===== src/rtl/dlp_pkg.sv =====
package dlp_pkg;
    typedef enum logic [1:0] {
        OP_ADD    = 2'd0,
        OP_REMOVE = 2'd1,
        OP_QUERY  = 2'd2,
        OP_WRITE  = 2'd3
    } dir_op_e;
endpackage


===== src/rtl/dlp_slot_scan.sv =====
// Compares a node id against every pointer slot; reports match and first free slot.
module dlp_slot_scan #(
    parameter int NODES = 16,
    parameter int PTRS  = 2
) (
    input  logic [PTRS-1:0]                   vld,
    input  logic [PTRS*$clog2(NODES)-1:0]     ptr_flat,
    input  logic [$clog2(NODES)-1:0]          node,
    output logic                              hit,
    output logic [PTRS-1:0]                   hit_vec,
    output logic                              free_any,
    output logic [(PTRS>1?$clog2(PTRS):1)-1:0] free_idx
);
    localparam int NODE_W = $clog2(NODES);
    localparam int VIC_W  = (PTRS > 1) ? $clog2(PTRS) : 1;

    for (genvar i = 0; i < PTRS; i++) begin : g_cmp
        assign hit_vec[i] = vld[i] && (ptr_flat[i*NODE_W +: NODE_W] == node);
    end

    assign hit      = |hit_vec;
    assign free_any = ~&vld;

    always_comb begin
        free_idx = '0;
        for (int i = PTRS - 1; i >= 0; i--) begin
            if (!vld[i]) free_idx = VIC_W'(i);
        end
    end
endmodule


===== src/rtl/dlp_set_expand.sv =====
// Expands an entry's sharer record into one bit per node.
module dlp_set_expand #(
    parameter int NODES   = 16,
    parameter int PTRS    = 2,
    parameter int CLUSTER = 4
) (
    input  logic                          coarse,
    input  logic [PTRS-1:0]               vld,
    input  logic [PTRS*$clog2(NODES)-1:0] ptr_flat,
    input  logic [NODES/CLUSTER-1:0]      grp,
    output logic [NODES-1:0]              mask
);
    localparam int NODE_W = $clog2(NODES);

    for (genvar n = 0; n < NODES; n++) begin : g_node
        logic [PTRS-1:0] m;
        for (genvar i = 0; i < PTRS; i++) begin : g_ptr
            assign m[i] = vld[i] && (ptr_flat[i*NODE_W +: NODE_W] == NODE_W'(n));
        end
        assign mask[n] = coarse ? grp[n / CLUSTER] : |m;
    end
endmodule


===== src/rtl/dlp_dir_mgr.sv =====
module dlp_dir_mgr
    import dlp_pkg::*;
#(
    parameter int NODES   = 16,
    parameter int PTRS    = 2,
    parameter int CLUSTER = 4,
    parameter int ENTRIES = 4
) (
    input  logic                         clk,
    input  logic                         rst,
    input  logic                         req_valid,
    input  logic [1:0]                   req_op,
    input  logic [$clog2(ENTRIES)-1:0]   req_entry,
    input  logic [$clog2(NODES)-1:0]     req_node,
    input  logic                         req_evict_mode,
    output logic                         rsp_valid,
    output logic [NODES-1:0]             rsp_mask,
    output logic                         evict_valid,
    output logic [$clog2(NODES)-1:0]     evict_node
);
    localparam int NODE_W = $clog2(NODES);
    localparam int GROUPS = NODES / CLUSTER;
    localparam int VIC_W  = (PTRS > 1) ? $clog2(PTRS) : 1;

    typedef struct packed {
        logic                         coarse;
        logic [PTRS-1:0]              vld;
        logic [PTRS-1:0][NODE_W-1:0]  ptr;
        logic [GROUPS-1:0]            grp;
        logic [VIC_W-1:0]             victim;
    } entry_t;

    typedef struct packed {
        entry_t [ENTRIES-1:0]  tab;
        logic                  rsp_valid;
        logic [NODES-1:0]      rsp_mask;
        logic                  evict_valid;
        logic [NODE_W-1:0]     evict_node;
    } state_t;

    state_t state_d, state_q;
    entry_t cur;

    logic              hit, free_any;
    logic [PTRS-1:0]   hit_vec;
    logic [VIC_W-1:0]  free_idx;
    logic [NODES-1:0]  cur_mask;

    assign cur = state_q.tab[req_entry];

    dlp_slot_scan #(.NODES(NODES), .PTRS(PTRS)) u_scan (
        .vld      (cur.vld),
        .ptr_flat (cur.ptr),
        .node     (req_node),
        .hit      (hit),
        .hit_vec  (hit_vec),
        .free_any (free_any),
        .free_idx (free_idx)
    );

    dlp_set_expand #(.NODES(NODES), .PTRS(PTRS), .CLUSTER(CLUSTER)) u_expand (
        .coarse   (cur.coarse),
        .vld      (cur.vld),
        .ptr_flat (cur.ptr),
        .grp      (cur.grp),
        .mask     (cur_mask)
    );

    always_comb begin
        entry_t            nxt;
        logic [GROUPS-1:0] fold;
        state_d             = state_q;
        state_d.rsp_valid   = 1'b0;
        state_d.rsp_mask    = '0;
        state_d.evict_valid = 1'b0;
        state_d.evict_node  = '0;
        nxt  = cur;
        fold = '0;
        fold[int'(req_node) / CLUSTER] = 1'b1;
        for (int i = 0; i < PTRS; i++) begin
            if (cur.vld[i]) fold[int'(cur.ptr[i]) / CLUSTER] = 1'b1;
        end

        if (req_valid) begin
            case (dir_op_e'(req_op))
                OP_ADD: begin
                    if (cur.coarse) begin
                        nxt.grp[int'(req_node) / CLUSTER] = 1'b1;
                    end else if (hit) begin
                        nxt = cur;
                    end else if (free_any) begin
                        nxt.vld[free_idx] = 1'b1;
                        nxt.ptr[free_idx] = req_node;
                    end else if (req_evict_mode) begin
                        state_d.evict_valid = 1'b1;
                        state_d.evict_node  = cur.ptr[cur.victim];
                        nxt.ptr[cur.victim] = req_node;
                        nxt.victim = (cur.victim == VIC_W'(PTRS - 1)) ? '0 : cur.victim + 1'b1;
                    end else begin
                        nxt.coarse = 1'b1;
                        nxt.vld    = '0;
                        nxt.grp    = fold;
                    end
                end
                OP_REMOVE: begin
                    if (!cur.coarse) nxt.vld = cur.vld & ~hit_vec;
                end
                OP_QUERY: begin
                    state_d.rsp_valid = 1'b1;
                    state_d.rsp_mask  = cur_mask;
                end
                default: begin
                    state_d.rsp_valid = 1'b1;
                    state_d.rsp_mask  = cur_mask & ~(NODES'(1) << req_node);
                    nxt        = '0;
                    nxt.vld[0] = 1'b1;
                    nxt.ptr[0] = req_node;
                end
            endcase
            state_d.tab[req_entry] = nxt;
        end
    end

    always_ff @(posedge clk) begin
        if (rst) state_q <= '0;
        else     state_q <= state_d;
    end

    assign rsp_valid   = state_q.rsp_valid;
    assign rsp_mask    = state_q.rsp_mask;
    assign evict_valid = state_q.evict_valid;
    assign evict_node  = state_q.evict_node;
endmodule


===== config.mk =====
export PLATFORM = sky130hd
export DESIGN_NAME = dlp_dir_mgr
export DESIGN_NICKNAME = d
export VERILOG_FILES = /design/src/rtl/dlp_pkg.sv /design/src/rtl/dlp_slot_scan.sv /design/src/rtl/dlp_set_expand.sv /design/src/rtl/dlp_dir_mgr.sv
export SDC_FILE = /design/constraint.sdc
export NUM_CORES = 1
export LEC_CHECK = 0
export BUFFER_PORTS_ARGS = -buffer_cell sky130_fd_sc_hd__buf_2
export CAP_MARGIN = 20
export CORE_ASPECT_RATIO = 0.7
export CORE_MARGIN = 2
export CORE_UTILIZATION = 30
export DETAILED_ROUTE_END_ITERATION = 6
export PLACE_DENSITY = 0.53
export SETUP_SLACK_MARGIN = 0.02
export SLEW_MARGIN = 40
export SYNTH_ARGS = -nofsm -noshare
export SYNTH_HDL_FRONTEND = slang
export SYNTH_SLANG_ARGS = --single-unit
export TNS_END_PERCENT = 30

===== constraint.sdc =====
create_clock -name clk -period 5.1 [get_ports clk]
set_clock_uncertainty 0.05 [all_clocks]
set_input_delay 1.02 -clock clk [delete_from_list [all_inputs] [get_ports clk]]
set_output_delay 1.02 -clock clk [all_outputs]
set_load 0.05 [all_outputs]

[Word-level counts from Yosys, hierarchy flattened]
Index checks and enable logic that the tools add are counted.
Operators by class
  $add $sub $neg: 1
  magnitude comparators: 12
  eq/ne operators: 34
  shift-type cells: 1
  multiplexer cells: 62
  bitwise logic cells: 12
  reduce and logical (&&, ||, !) cells: 66
Operators by type and width (number)
  bitwise mux 64 bit: 1
  equality test 4 bit (second input constant): 16
  2-to-1 mux 16 bit: 3
  logical AND 1 bit: 40
  OR reduction 2 bit: 20
  case mux 17 bit (2 select lines): 1
  binary-select mux 16 bit (select 2 bit): 1
  demux 16 bit (select 2 bit): 1
  equality test 4 x 3 -> 1 bit (second input constant): 8
  2-to-1 mux 4 bit: 8
  2-to-1 mux 1 bit: 27
  case mux 13 bit (2 select lines): 1
  AND 16 bit: 1
  bitwise mux 8 bit: 2
  equality test 4 x 2 -> 1 bit (second input constant): 4
  inverter 16 bit: 1
  left shift 1 x 4 -> 16 bit (first input constant): 1
  2-to-1 mux 13 bit: 1
  < comparator 2 x 3 -> 1 bit (second input constant): 4
  bitwise OR 4 bit: 3
  2-to-1 mux 11 bit: 1
  2-to-1 mux 10 bit: 1
  2-to-1 mux 5 bit: 2
  demux 4 bit (select 1 bit): 2
  other kinds (24): 38
Storage, ports and cells
  register bits: 86
  input bits: 12
  output and inout port bits: 22
  logic and storage cells: 216

[Depth between registers and ports, before layout]
Gate-level depths: netlist (run 1).
  depth after elaboration: 17
  gate-level depth with buffers: 9
  gate-level depth less buffers: 8

[Modules after synthesis]
A second synthesis (run 1) with hierarchy kept.
Second synthesis, totals
  cell total of the unflattened synthesis: 530
  area, all modules: 4642.0 sq um
By module, submodules not included
  dlp_dir_mgr: times used 1, cells an instance 475, area an instance 4186.5 sq um, sequential area each 1721.7 sq um
  dlp_set_expand: times used 1, cells an instance 37, area an instance 316.6 sq um, sequential area each 0.0 sq um
  dlp_slot_scan: times used 1, cells an instance 18, area an instance 138.9 sq um, sequential area each 0.0 sq um

[Worst setup path after synthesis (run 1)]
Ideal clock, no wire load.
  path type: input-to-reg
  from: input req_entry[0]
  to: register state_q[47] (netlist name)
  setup time: 91 ps
  arrival: 3229 ps
  required time: 4959 ps
  setup slack: 1730 ps
  stages: 7
  buffers on the path: 1
  path through: buf_6 > mux4_2 > xor2_1 > o41ai_2 > o21bai_1 > mux2_2 > a311oi_1
On the way
  cells in the longest elaborated chain, start to end: 15
  elaborated cells on any way between the ends: 34
  those cells by class: order compare (6); eq/ne (2); mux (19); reduce/logical (7)
RTL lines
  from (decl): RTL line dlp_dir_mgr.sv:13  | input logic [$clog2(ENTRIES)-1:0] req_entry,
  binary-select mux 16 bit (select 2 bit): RTL line dlp_dir_mgr.sv:49  | assign cur = state_q.tab[req_entry];
  2-to-1 mux 16 bit (not written as such): RTL line dlp_dir_mgr.sv:49
  2-to-1 mux 1 bit (2 in a row): RTL line dlp_slot_scan.sv:27  | if (!vld[i]) free_idx = VIC_W'(i);
  < comparator 1 x 2 -> 1 bit (not written as such) or >= comparator 1 bit (tied branches): RTL line dlp_dir_mgr.sv:93  | nxt.ptr[free_idx] = req_node;
  logical AND 1 bit (not written as such): RTL line dlp_dir_mgr.sv:93
  2-to-1 mux 4 bit (not written as such): RTL line dlp_dir_mgr.sv:93
  demux 4 bit (select 1 bit): RTL line dlp_dir_mgr.sv:93
  bitwise mux 8 bit: RTL line dlp_dir_mgr.sv:93
  2-to-1 mux 10 bit: RTL line dlp_dir_mgr.sv:91  | end else if (free_any) begin
  2-to-1 mux 16 bit: RTL line dlp_dir_mgr.sv:89  | end else if (hit) begin
  2-to-1 mux 11 bit: RTL line dlp_dir_mgr.sv:87  | if (cur.coarse) begin
  case mux 13 bit (2 select lines): RTL line dlp_dir_mgr.sv:85  | case (dir_op_e'(req_op))
  2-to-1 mux 13 bit: RTL line dlp_dir_mgr.sv:84  | if (req_valid) begin
  bitwise mux 64 bit (*): RTL line dlp_dir_mgr.sv:120  | state_d.tab[req_entry] = nxt;
  to (signal assigned): RTL line dlp_dir_mgr.sv:126  | else state_q <= state_d;
  to (decl): RTL line dlp_dir_mgr.sv:41  | state_t state_d, state_q;
Mark *: on every way between the ends. The rest lies on a longest branch, timed or not. The select of a mux whose other input is x is not followed.
A chain may end at the register's enable or synchronous reset.

[Worst setup path after layout (run 1)]
  from: input req_entry[1]
  to: register state_q[73] (netlist name)
On the way
  cells in the longest elaborated chain, start to end: 17
  elaborated cells on any way between the ends: 35
  those cells by class: order compare (6); eq/ne (2); mux (17); bitwise (3); reduce/logical (7)
RTL lines
  binary-select mux 16 bit (select 2 bit): RTL line dlp_dir_mgr.sv:49
  2-to-1 mux 16 bit (not written as such): RTL line dlp_dir_mgr.sv:49
  < comparator 2 x 3 -> 1 bit (not written as such) or >= comparator 2 x 1 -> 1 bit (tied branches): RTL line dlp_dir_mgr.sv:81  | if (cur.vld[i]) fold[int'(cur.ptr[i]) / CLUSTER] = 1'b1;
  logical AND 1 bit (not written as such): RTL line dlp_dir_mgr.sv:81
  2-to-1 mux 1 bit (not written as such): RTL line dlp_dir_mgr.sv:81
  demux 1 bit (select 2 bit): RTL line dlp_dir_mgr.sv:81
  bitwise OR 4 bit (no source line)
  2-to-1 mux 4 bit: RTL line dlp_dir_mgr.sv:81
  bitwise OR 4 bit (no source line)
  2-to-1 mux 4 bit: RTL line dlp_dir_mgr.sv:81
  2-to-1 mux 4 bit: RTL line dlp_dir_mgr.sv:94  | end else if (req_evict_mode) begin
  2-to-1 mux 5 bit: RTL line dlp_dir_mgr.sv:91
  2-to-1 mux 16 bit: RTL line dlp_dir_mgr.sv:89
  2-to-1 mux 4 bit: RTL line dlp_dir_mgr.sv:87
  case mux 13 bit (2 select lines): RTL line dlp_dir_mgr.sv:85
  2-to-1 mux 13 bit: RTL line dlp_dir_mgr.sv:84
  bitwise mux 64 bit (*): RTL line dlp_dir_mgr.sv:120
Marked as above.

==> results.txt, run 1 <==
----------------------------------------------------
[Power and ir drop]
  Logic gate share of total power ... 13.8%
  Switching power summed over all nets ... 0.000434 W
  Switching part of the total power ... between 20 and 30%
  Power density cells ... between 300 and 400 nW/um2
  Highest ir drop seen on vdd ... around 0.00017 V
  Clock share of power ... roughly 43%
  Leakage ... 1.87 nW
  Internal ... around 0.0012 W
  Share of total power in sequential cells ... 43.7%

[Synth]
  Post-synthesis sequential area ratio ... a little over a third
  Leading register cell type out of synthesis ... dfxtp_1
  Number of synthesized register bits ... 86
  Post-synthesis instance total ... a little over 500
  Number of distinct standard cells referenced by the synthesized netlist ... around 70
  Post-synth net total ... around 530
  Number of warnings printed during yosys synthesis ... 0
  Total standard cell area after synthesis ... just under 5000 um2
  Post-synth EDFFs ... 0
  Yosys top cell by area ... dfxtp_1
  Fraction of synthesis flops using an asynchronous set or reset pin ... 0%
  Top cell type's share of synthesized area ... 35.7%
  Leading cell types by total area after synthesis ... dfxtp_1, mux4_2, a31oi_1
  Post-synthesis average cell area ... 9.32 um2

[Global routing]
  Grt ovf ... 0
  Number of antenna violations at the first check in global routing ... 0
  Via count of the first global-routing pass ... approximately 4000
  Global-route wire length before repair ... between 20000 and 25000 um
  Largest net degree at the start of global routing ... 33
  Total global-route track usage ... approximately 17%

[Placement]
  Count of port buffers added during placement ... 33
  Placer's final routability congestion estimate ... about 0.91
  Placed wire-length estimate after detailed placement ... 10000 um

[Critical path]
  CP Buf/Inv Count ... 1
  Largest delay share family, worst path ... compound AO/OA/AOI/OAI gates
  Worst path required time ... between 5 and 6 ns
  Maximum fanout count along the critical path ... 26
  Startpoint of the most critical setup path ... req_entry[1]
  Highest cell delay on the worst timing path ... approximately 0.72 ns
  Crit-path cells ... buf_2, mux4_2, xor2_1, o41a_1, nand4_1, o311ai_1, a31oi_1
  Worst setup SP type ... input port
  Crit path max-delay cell type ... o41a_1
  Data arrival, critical path ... 4.06 ns
  Critical path class ... in2reg
  Kind of end point of the critical path ... flop
  Beginning of the worst register-to-register path ... state_q[76]

[Outcome]
  Result of the run ... complete, no violations

[Hold path]
  Hold/Removal Path Class ... reg2reg
  Launch point of the worst hold path ... state_q[26]

[Drt]
  WL per Instance ... slightly below 20 um
  Antenna-violating nets left ... 0
  First-pass iteration count of the detailed router ... 5
  Detailed Route Iter0 Violations ... roughly 410
  Via count of the routed design ... 4190
  Via count normalized by instance count ... ~5.9
  Wire length reported by the detailed router ... 14200 um
  DRC viols ... 0

[Timing]
  Slew margin rel. ... between 40 and 50%
  Unrepaired setup endpoints after global routing ... no
  Finish-stage setup viols ... 0
  Final-layout setup total negative slack ... 0 ns
  Fraction of the cycle the final worst path needs ... between 70 and 80%
  Fin crit period ... around 4 ns
  Maximum clock frequency ... between 200 and 300 MHz
  Transition at the pin with the smallest max-transition slack ... slightly below 0.8 ns
  Final-report hold violation count ... 0
  Final max-slew violation count ... 0

[Die]
  Die area ... roughly 17000 um2
  Overall die width ... approximately 160 um
  Core Rows ... 38
  Die span in y ... around 110 um
  Num ports ... 34
  Core region area ... 15600 um2
  Initial cell density of the core ... slightly above 30%

[Finish]
  Seq. cell area ... between 1500 and 2000 um2
  Total number of nets in the final design ... ~530
  Area growth from synthesis to layout ... 9.41%
  Most frequent standard cell in the layout excluding fill and tap cells ... dfxtp_1
  Layout cell share with drive strength beyond 1 ... 22.0%
  Fraction of the core area covered by cells at the end of the flow ... about 34%
  Layout filler cell count ... roughly 1600
  Leading cell types in the layout, fill and taps excluded ... dfxtp_1, nor2_1, o21ai_0, buf_2, a31oi_1
  Area of the multi-input gates ... between 2000 and 3000 um2
  Count of antenna diodes in the layout ... 0

[Clock network]
  Clock sinks ... 86
  Cell chosen for the clock root ... clkbuf_16
  Total CTS buffers ... 9
  Clock tree from TritonCTS ... built
  CTS clock-pin slew for the worst setup and hold paths ... about 0.060 ns
  Clk Latency, worst-skew pair ... ~0.35 ns
  Post-cts hold buffer count ... 0
  Max clock buf depth ... 2
  Number of buffers inserted to repair setup after CTS ... 0
  H-tree Lvls ... 3
  Number of gates given a new drive strength after cts ... 0

[Job]
  Number of max-cap violations ... 0

----------------------------------------------------
[registers in the layout, summed over array words and instances (netlist names)]
signal,cells
evict_valid,1
rsp_valid,1
state_q,64
evict_node,4
rsp_mask,16
[worst reg2reg max path: stages (launching register included)]
cell,delay (ns)
dfxtp_1,0.31
mux4_2,0.57
xor2_1,0.30
o41a_1,0.72
nand4_1,0.17
o311ai_1,0.59
a31oi_1,0.20
[metal layers]
metal / share of wire [%] / GRT usage (%) / wire length, um
met1: 50 / 25.3 / 7170
met2: 42 / 24.7 / 5990
met3: 6.8 / 4.34 / 965
met4: 0.51 / 3.47 / 72
met5: 0 / 0 / 0
[metrics by stage]
step / hold slack, ns / setup WS (ns) / instances / power, W / area, um2
5_1_grt: 0.440 / 1.02 / 714 / 0.00166 / 5280
6_report: 0.409 / 1.19 / 714 / 0.00160 / 5280
3_3_place_gp: 0.398 / 0.980 / 698 / 0.000925 / 4970
2_1_floorplan: 0.386 / 1.73 / 518 / 0.000875 / 4830
4_1_cts: 0.412 / 1.26 / 714 / 0.00161 / 5280
3_5_place_dp: 0.403 / 0.929 / 698 / 0.000930 / 4970
[cell families after synthesis]
logic type	Yosys count	share of synthesized area, %
muxes	26	9.67
and+or+nand+nor	162	16.6
xor gates and xnor gates	8	2.07
adders and majority gates	4	1.04
DFF	86	35.7
AOI/OAI and AO/OA	162	27.4
buffers and inverters	70	7.57
[cell usage after synthesis (all sizes together), types with 2 or more instances]
master and number:
a211oi 4, mux2i 5, and2 9, or2 2, nor2 49, a41o 2, mux2 5, a311oi 10
a21oi 17, ha 4, a31o 2, xor2 3, a21o 6, nor3b 3, o221ai 5, nand3 19
and3b 2, nand2 25, nand2b 3, or3b 3, o31ai 9, nor2b 4, nand3b 2, a21boi 2
buf 30, a41oi 3, a221oi 20, o21ai 37, xnor2 5, dfxtp 86, and3 8, a31oi 36
nor3 25, inv 11, clkbuf 29, nand4 4, mux4 16
[final cells by class]
class                      count  area share (%)
sequential                    86            32.6
timing repair buffer          39            3.98
inverter                      11           0.782
tap                          200            4.74
clock inverter                 5            1.09
clock buffer                  11            4.78
multi-input combinational    362            52.0
[power by group through the flow]
stage | Sequential, W | Clock (W) | Combinational, W
after floorplan | 0.000712 | 0 | 0.000163
after global placement | 0.000714 | 0 | 0.000212
after detailed placement | 0.000714 | 0 | 0.000216
after CTS | 0.000699 | 0.000692 | 0.000217
after global routing | 0.000701 | 0.000721 | 0.000238
final | 0.000699 | 0.000679 | 0.000221
[worst paths after layout]
kind | cells past startpoint | slack (ns) | end
min | 2 | 0.41 | state_q[26]
min reg2reg | 2 | 0.41 | state_q[26]
max reg2reg | 6 | 2.05 | state_q[73]
max | 7 | 1.19 | state_q[73]
No activity file was read; power rests on OpenSTA's default activity.
==> run 2, diff against run 1 <==
- clock period: 5.1 -> 3.75 ns (I/O delays scaled with it)
==> run 2 against run 1 <==
  * Via count is 0.29% higher
  * Count of clock-buffer cells in the layout stayed put
  * Final area is 2.3% higher
  * Wire length is 2.3% lower
  * First-iteration DRC count is 12% lower
  * Combinational power is 39% higher
  * Final cell count is 2.0% higher
  * Worst setup slack worse by 0.65 ns
  * Critical path type unchanged
  * Critical endpoint is now state_q[45]
  * Clock power is 43% higher
==> results.txt, run 2 (same netlist as run 1, synthesis figures left out) <==
----------------------------------------------------
[Outcome]
  Result of the run ... complete, no violations

[Clock network]
  Max clock buf depth ... 2 (unchanged)
  Clk Latency, worst-skew pair ... 0.34 ns (about the same)
  Number of gates given a new drive strength after cts ... 0 (unchanged)
  Number of buffers inserted to repair setup after CTS ... 0 (unchanged)
  Cell chosen for the clock root ... clkbuf_16
  Post-cts hold buffer count ... 0 (unchanged)
  H-tree Lvls ... 3 (unchanged)
  Clock sinks ... 86 (unchanged)
  Clock tree from TritonCTS ... built
  CTS clock-pin slew for the worst setup and hold paths ... 0.06 ns (about the same)
  Total CTS buffers ... 9 (unchanged)

[Finish]
  Count of antenna diodes in the layout ... 0 (unchanged)
  Flip-flop count of the largest register after layout ... 64 (unchanged)
  Most frequent standard cell in the layout excluding fill and tap cells ... dfxtp_1
  Area growth from synthesis to layout ... 11.9%
  Fraction of the core area covered by cells at the end of the flow ... 34.6% (+0.77 points)
  Total number of nets in the final design ... 539 (+2.7%)
  Filler-free cell count of the finished design ... 728 (+2.0%)
  Leading cell types in the layout, fill and taps excluded ... dfxtp_1, nor2_1, o21ai_0, buf_2, a31oi_1
  Register bank with the most flops ... state_q
  Layout cell share with drive strength beyond 1 ... 23.7% (+1.7 points)

[Drt]
  DRC viols ... 0 (unchanged)
  WL per Instance ... 19.1 um (-4.2%)
  Antenna-violating nets left ... 0 (unchanged)
  Detailed Route Iter0 Violations ... 359 (-12%)
  First-pass iteration count of the detailed router ... 5 (unchanged)
  Wire length reported by the detailed router ... 13900 um (-2.3%)
  Via count of the routed design ... 4202 (+0.29%)
  Via count normalized by instance count ... 5.77 (-1.6%)

[Timing]
  Fin crit period ... between 3 and 4 ns
  Final-layout setup total negative slack ... 0 ns (unchanged)
  Min setup slack post-route ... 0.533 ns (-0.653 ns)
  Unrepaired setup endpoints after global routing ... no
  Final-report hold violation count ... 0 (unchanged)
  Maximum clock frequency ... between 300 and 400 MHz
  Finish-stage setup viols ... 0 (unchanged)
  Final max-slew violation count ... 0 (unchanged)
  Slew margin rel. ... 55.8% (+8.7 points)
  Fraction of the cycle the final worst path needs ... between 80% and 90%
  Transition at the pin with the smallest max-transition slack ... 0.658 ns (-0.132 ns)

[Placement]
  Placer's final routability congestion estimate ... 0.865 (-5.3%)
  Placed wire-length estimate after detailed placement ... 10000 um (+0.19%)
  Pre-CTS worst setup slack ... 0.209 ns (-0.720 ns)
  DP Cell Count ... 712 (+2.0%)
  Count of port buffers added during placement ... 33 (unchanged)

[Global routing]
  Via count of the first global-routing pass ... 3938 (-0.38%)
  Total global-route track usage ... 16.6% (-0.41 points)
  Grt ovf ... 0 (unchanged)
  Largest net degree at the start of global routing ... 52 (+58%)
  Global-route wire length before repair ... 21900 um (-2.3%)
  Number of antenna violations at the first check in global routing ... 0 (unchanged)

[Critical path]
  Data arrival, critical path ... 3.37 ns (-0.69 ns)
  Maximum fanout count along the critical path ... 9 (-65%)
  Worst setup SP type ... input port
  Worst path required time ... 3.90 ns (-1.34 ns)
  Critical path class ... in2reg
  Crit path max-delay cell type ... mux4_2
  Highest cell delay on the worst timing path ... 0.63 ns (-0.09 ns)
  Crit-path cells ... buf_2, mux4_2, xor2_1, o41a_1, a31o_1, a31oi_1, buf_4, a311oi_2
  Kind of end point of the critical path ... flop

[Die]
  Core Rows ... 38 (unchanged)
  Num ports ... 34 (unchanged)
  Die area ... 17100 um2 (unchanged)
  Initial cell density of the core ... 31.0% (unchanged)
  Core region area ... 15600 um2 (unchanged)
  Die span in y ... 110 um (unchanged)
  Overall die width ... 156 um (unchanged)

[Job]
  Number of max-cap violations ... 0 (unchanged)

[Power and ir drop]
  Leakage ... 1.95 nW (+4.1%)
  Highest ir drop seen on vdd ... 0.000206 V (+18%)
  Power density cells ... 413 nW/um2 (+37%)

[Hold path]
  Hold/Removal Path Class ... reg2reg

----------------------------------------------------
## run 2: layout make-up
cell class / instances / area (um2)
Clock inverter: 5 / 82.6
Tap cell: 200 / 250
Clock buffer: 11 / 243
Inverter: 11 / 41.3
Sequential cell: 86 / 1720
Timing Repair Buffer: 53 / 315
Fill cell: 1589 / 10200
Multi-Input combinational cell: 362 / 2750
## run 2: metal layers
metal	global-route usage, %	share of wire [%]	wire length [um]	vias to the layer above
met3	3.95	6.4	892	19
met2	24.3	43	5920	157
met5	0	0	0	-
li1	-	-	-	1956
met1	24.1	49	6860	2070
met4	4.85	1.5	202	0
## run 2: where the power goes
| part | total [W] | internal, W | switching (W) |
|---|---|---|---|
| clock | 0.000973 | 0.000603 | 0.000370 |
| sequential | 0.000952 | 0.000939 | 0.0000123 |
| combinational | 0.000308 | 0.000102 | 0.000206 |
| total | 0.00223 | 0.00164 | 0.000588 |
## run 2: final timing paths
kind	endpoint	depth (start not counted)	slack, ns	from
max	state_q[45]	8	0.53	req_entry[0]
min	state_q[74]	2	0.41	state_q[74]
max reg2reg	state_q[45]	7	1.01	state_q[76]
min reg2reg	state_q[74]	2	0.41	state_q[74]
## run 2: through the flow
| step | hold slack (ns) | area, um2 | total power (W) |
|---|---|---|---|
| after global routing | 0.436 | 5400 | 0.00232 |
| after CTS | 0.413 | 5400 | 0.00225 |
| after floorplan | 0.386 | 4830 | 0.00119 |
| after detailed placement | 0.402 | 5080 | 0.00128 |
| final | 0.413 | 5400 | 0.00223 |
| after global placement | 0.398 | 5070 | 0.00127 |
## run 2: worst max-delay path, delay by kind of cell
family / cells / cell delay [ns]
AO/OA/AOI/OAI: 4 / 1.27
multiplexers: 1 / 0.63
XOR/XNOR: 1 / 0.21
buffers and inverters: 2 / 0.50
==> run 3, diff against run 2 <==
- ABC_CLOCK_PERIOD_IN_PS: default -> 2700
- PLACE_DENSITY: 0.53 -> 0.55
- clock period: 3.75 -> 2.7 ns (I/O delays scaled with it)
==> run 3 against run 2 <==
  * Power up 39%
  * Sequential share of layout area down 2.7 points
  * Largest cell class unchanged
  * First-iteration DRC count down 5.3%
  * Sequential cell count unchanged
  * Largest power group is now sequential cells
  * Worst setup slack worse by 0.48 ns
  * Sequential power up 39%
  * Highest routed layer is now met5
  * Critical endpoint is now state_q[44]
==> results.txt, run 3 (same netlist as run 1, synthesis figures left out) <==
----------------------------------------------------
[Clock network]
  Clock tree from TritonCTS ... built
  Post-cts hold buffer count ... 0 (unchanged)
  Total CTS buffers ... 9 (unchanged)
  Clock sinks ... 86 (unchanged)
  Number of buffers inserted to repair setup after CTS ... 0 (unchanged)
  CTS clock-pin slew for the worst setup and hold paths ... 0.07 ns (about the same)
  Max clock buf depth ... 2 (unchanged)
  Cell chosen for the clock root ... clkbuf_16
  H-tree Lvls ... 3 (unchanged)
  Clk Latency, worst-skew pair ... 0.35 ns (about the same)

[Power and ir drop]
  Internal ... 0.00217 W (+32%)
  Logic gate share of total power ... 17.2% (+3.4 points)
  Total power after layout ... 0.00310 W (+39%)
  Highest ir drop seen on vdd ... 0.000408 V (+98%)
  Leakage ... 2.22 nW (+14%)
  Switching part of the total power ... 29.8% (+3.4 points)
  Clock share of power ... 40.2% (-3.4 points)
  Switching power summed over all nets ... 0.000923 W (+57%)
  Share of total power in sequential cells ... 42.7% (about the same)
  Power density cells ... 524 nW/um2 (+27%)

[Critical path]
  Highest cell delay on the worst timing path ... 0.60 ns (-0.03 ns)
  Crit-path cells ... buf_6, mux4_2, xor2_2, o41a_1, buf_4, a31oi_4, o221ai_2, a311oi_1
  Logic depth of the worst setup path including buffers ... 8 (unchanged)
  Flop-to-flop setup slack ... 0.09 ns (-0.92 ns)
  Maximum fanout count along the critical path ... 7 (-2)
  CP Buf/Inv Count ... 2 (unchanged)
  Startpoint of the most critical setup path ... req_entry[0]
  Data arrival, critical path ... 2.86 ns (-0.51 ns)
  Largest delay share family, worst path ... compound AO/OA/AOI/OAI gates
  Crit path max-delay cell type ... mux4_2
  Capture point of the critical path ... state_q[44]
  Worst setup SP type ... input port
  R2R cell count ... 7 (unchanged)
  Worst path required time ... 2.92 ns (-0.98 ns)
  Beginning of the worst register-to-register path ... state_q[76]
  FF-to-FF End ... state_q[44]
  Critical path class ... in2reg
  Kind of end point of the critical path ... flop

[Timing]
  Fraction of the cycle the final worst path needs ... between 90 and 100%
  Maximum clock frequency ... between 300 and 400 MHz
  Final-report hold violation count ... 0 (unchanged)
  Hold slack ... 0.408 ns (-0.00441 ns)
  Unrepaired setup endpoints after global routing ... yes
  Slew margin rel. ... 66.8% (+11 points)
  Fin crit period ... 2.65 ns
  Final max-slew violation count ... 0 (unchanged)
  Finish-stage setup viols ... 0 (unchanged)
  Transition at the pin with the smallest max-transition slack ... 0.498 ns (-0.160 ns)

[Drt]
  First-pass iteration count of the detailed router ... 5 (unchanged)
  Detailed Route Iter0 Violations ... 340 (-5.3%)
  WL per Instance ... 19.0 um (-0.43%)
  Via count normalized by instance count ... 5.56 (-3.8%)
  Wire length reported by the detailed router ... 14800 um (+6.7%)
  Via count of the routed design ... 4333 (+3.1%)
  Antenna-violating nets left ... 0 (unchanged)
  DRC viols ... 0 (unchanged)

[Global routing]
  Global-route wire length before repair ... 23100 um (+5.5%)
  Grt ovf ... 0 (unchanged)
  Via count of the first global-routing pass ... 4137 (+5.1%)
  Largest net degree at the start of global routing ... 52 (unchanged)
  Number of antenna violations at the first check in global routing ... 0 (unchanged)
  Total global-route track usage ... 17.7% (+1.1 points)

[Finish]
  Most frequent standard cell in the layout excluding fill and tap cells ... dfxtp_1
  Area growth from synthesis to layout ... 22.4%
  Layout filler cell count ... 1573 (-1.0%)
  Layout cell share with drive strength beyond 1 ... 32.6% (+8.9 points)
  Flip-flop count of the largest register after layout ... 64 (unchanged)
  Count of antenna diodes in the layout ... 0 (unchanged)
  Leading cell types in the layout, fill and taps excluded ... dfxtp_1, buf_4, nor2_1
  Register bank with the most flops ... state_q
  Total number of nets in the final design ... 591 (+9.6%)

[Die]
  Overall die width ... 156 um (unchanged)
  Die area ... 17100 um2 (unchanged)
  Initial cell density of the core ... 31.0% (unchanged)
  Num ports ... 34 (unchanged)
  Die span in y ... 110 um (unchanged)
  Core Rows ... 38 (unchanged)
  Core region area ... 15600 um2 (unchanged)

[Placement]
  Count of port buffers added during placement ... 33 (unchanged)
  Placer's final routability congestion estimate ... 0.879 (+1.6%)
  Placed wire-length estimate after detailed placement ... 11200 um (+11%)

[Hold path]
  Hold/Removal Path Class ... reg2reg

[Outcome]
  Result of the run ... complete, no violations

[Job]
  Number of max-cap violations ... 0 (unchanged)

----------------------------------------------------
[run 3: power groups by stage]
stage          logic, W  registers (W)  clock network (W)
2_1_floorplan  0.000325        0.00135                  0
3_3_place_gp   0.000509        0.00135                  0
3_5_place_dp   0.000518        0.00135                  0
4_1_cts        0.000524        0.00132            0.00126
5_1_grt        0.000574        0.00132            0.00132
6_report       0.000532        0.00132            0.00124
[run 3: how the worst min path moves through the flow]
stage / from / to / slack (ns) / depth (start not counted)
after global routing: state_q[58] / state_q[58] / 0.43 / 2
final: state_q[58] / state_q[58] / 0.41 / 2
after CTS: state_q[58] / state_q[58] / 0.41 / 2
after global placement: state_q[58] / state_q[58] / 0.39 / 2
after detailed placement: state_q[58] / state_q[58] / 0.40 / 2
after floorplan: state_q[74] / state_q[74] / 0.39 / 2
[run 3: per-layer routing]
metal,part of all wire (%),track usage [%],vias up
met1,50,25.2,2117
met4,0.75,4.13,2
met2,42,26.3,139
met3,7.4,4.81,13
li1,-,-,2062
met5,0.25,1.79,-
[run 3: repair_timing]
action | 4_1_cts | 5_1_grt
pin swaps | 0 | 3
setup endpoints to repair | 19 | 21
resized for setup | 3 | 5
[run 3: layout make-up]
type,instances,area [um2],share of cell area (%)
clock buffers,9,225,3.81
flip-flops and latches,86,1720,29.1
inverters,11,41.3,0.698
well taps,200,250,4.23
repair buffers,105,753,12.7
multi-input cells,362,2850,48.1
clock inverters,7,73.8,1.25
[run 3: stage by stage]
step,cell area [um2],worst slack (ns),util (%),TNS (ns),std cells
floorplan,4910,-0.0788,-,-2.41,518
CTS,5890,0.0709,37.8,0,780
global placement,5580,-0.348,35.8,-16.88,764
detailed placement,5580,-0.408,35.8,-22.28,764
finish,5910,0.0517,37.9,0,780
global route,5910,-0.00755,37.9,-0.00937,780
[run 3: tightest hold or removal path, cell delays in order (launching register included)]
cell and delay [ns]:
dfxtp_1 0.31, nand3_1 0.06, o21ai_1 0.05
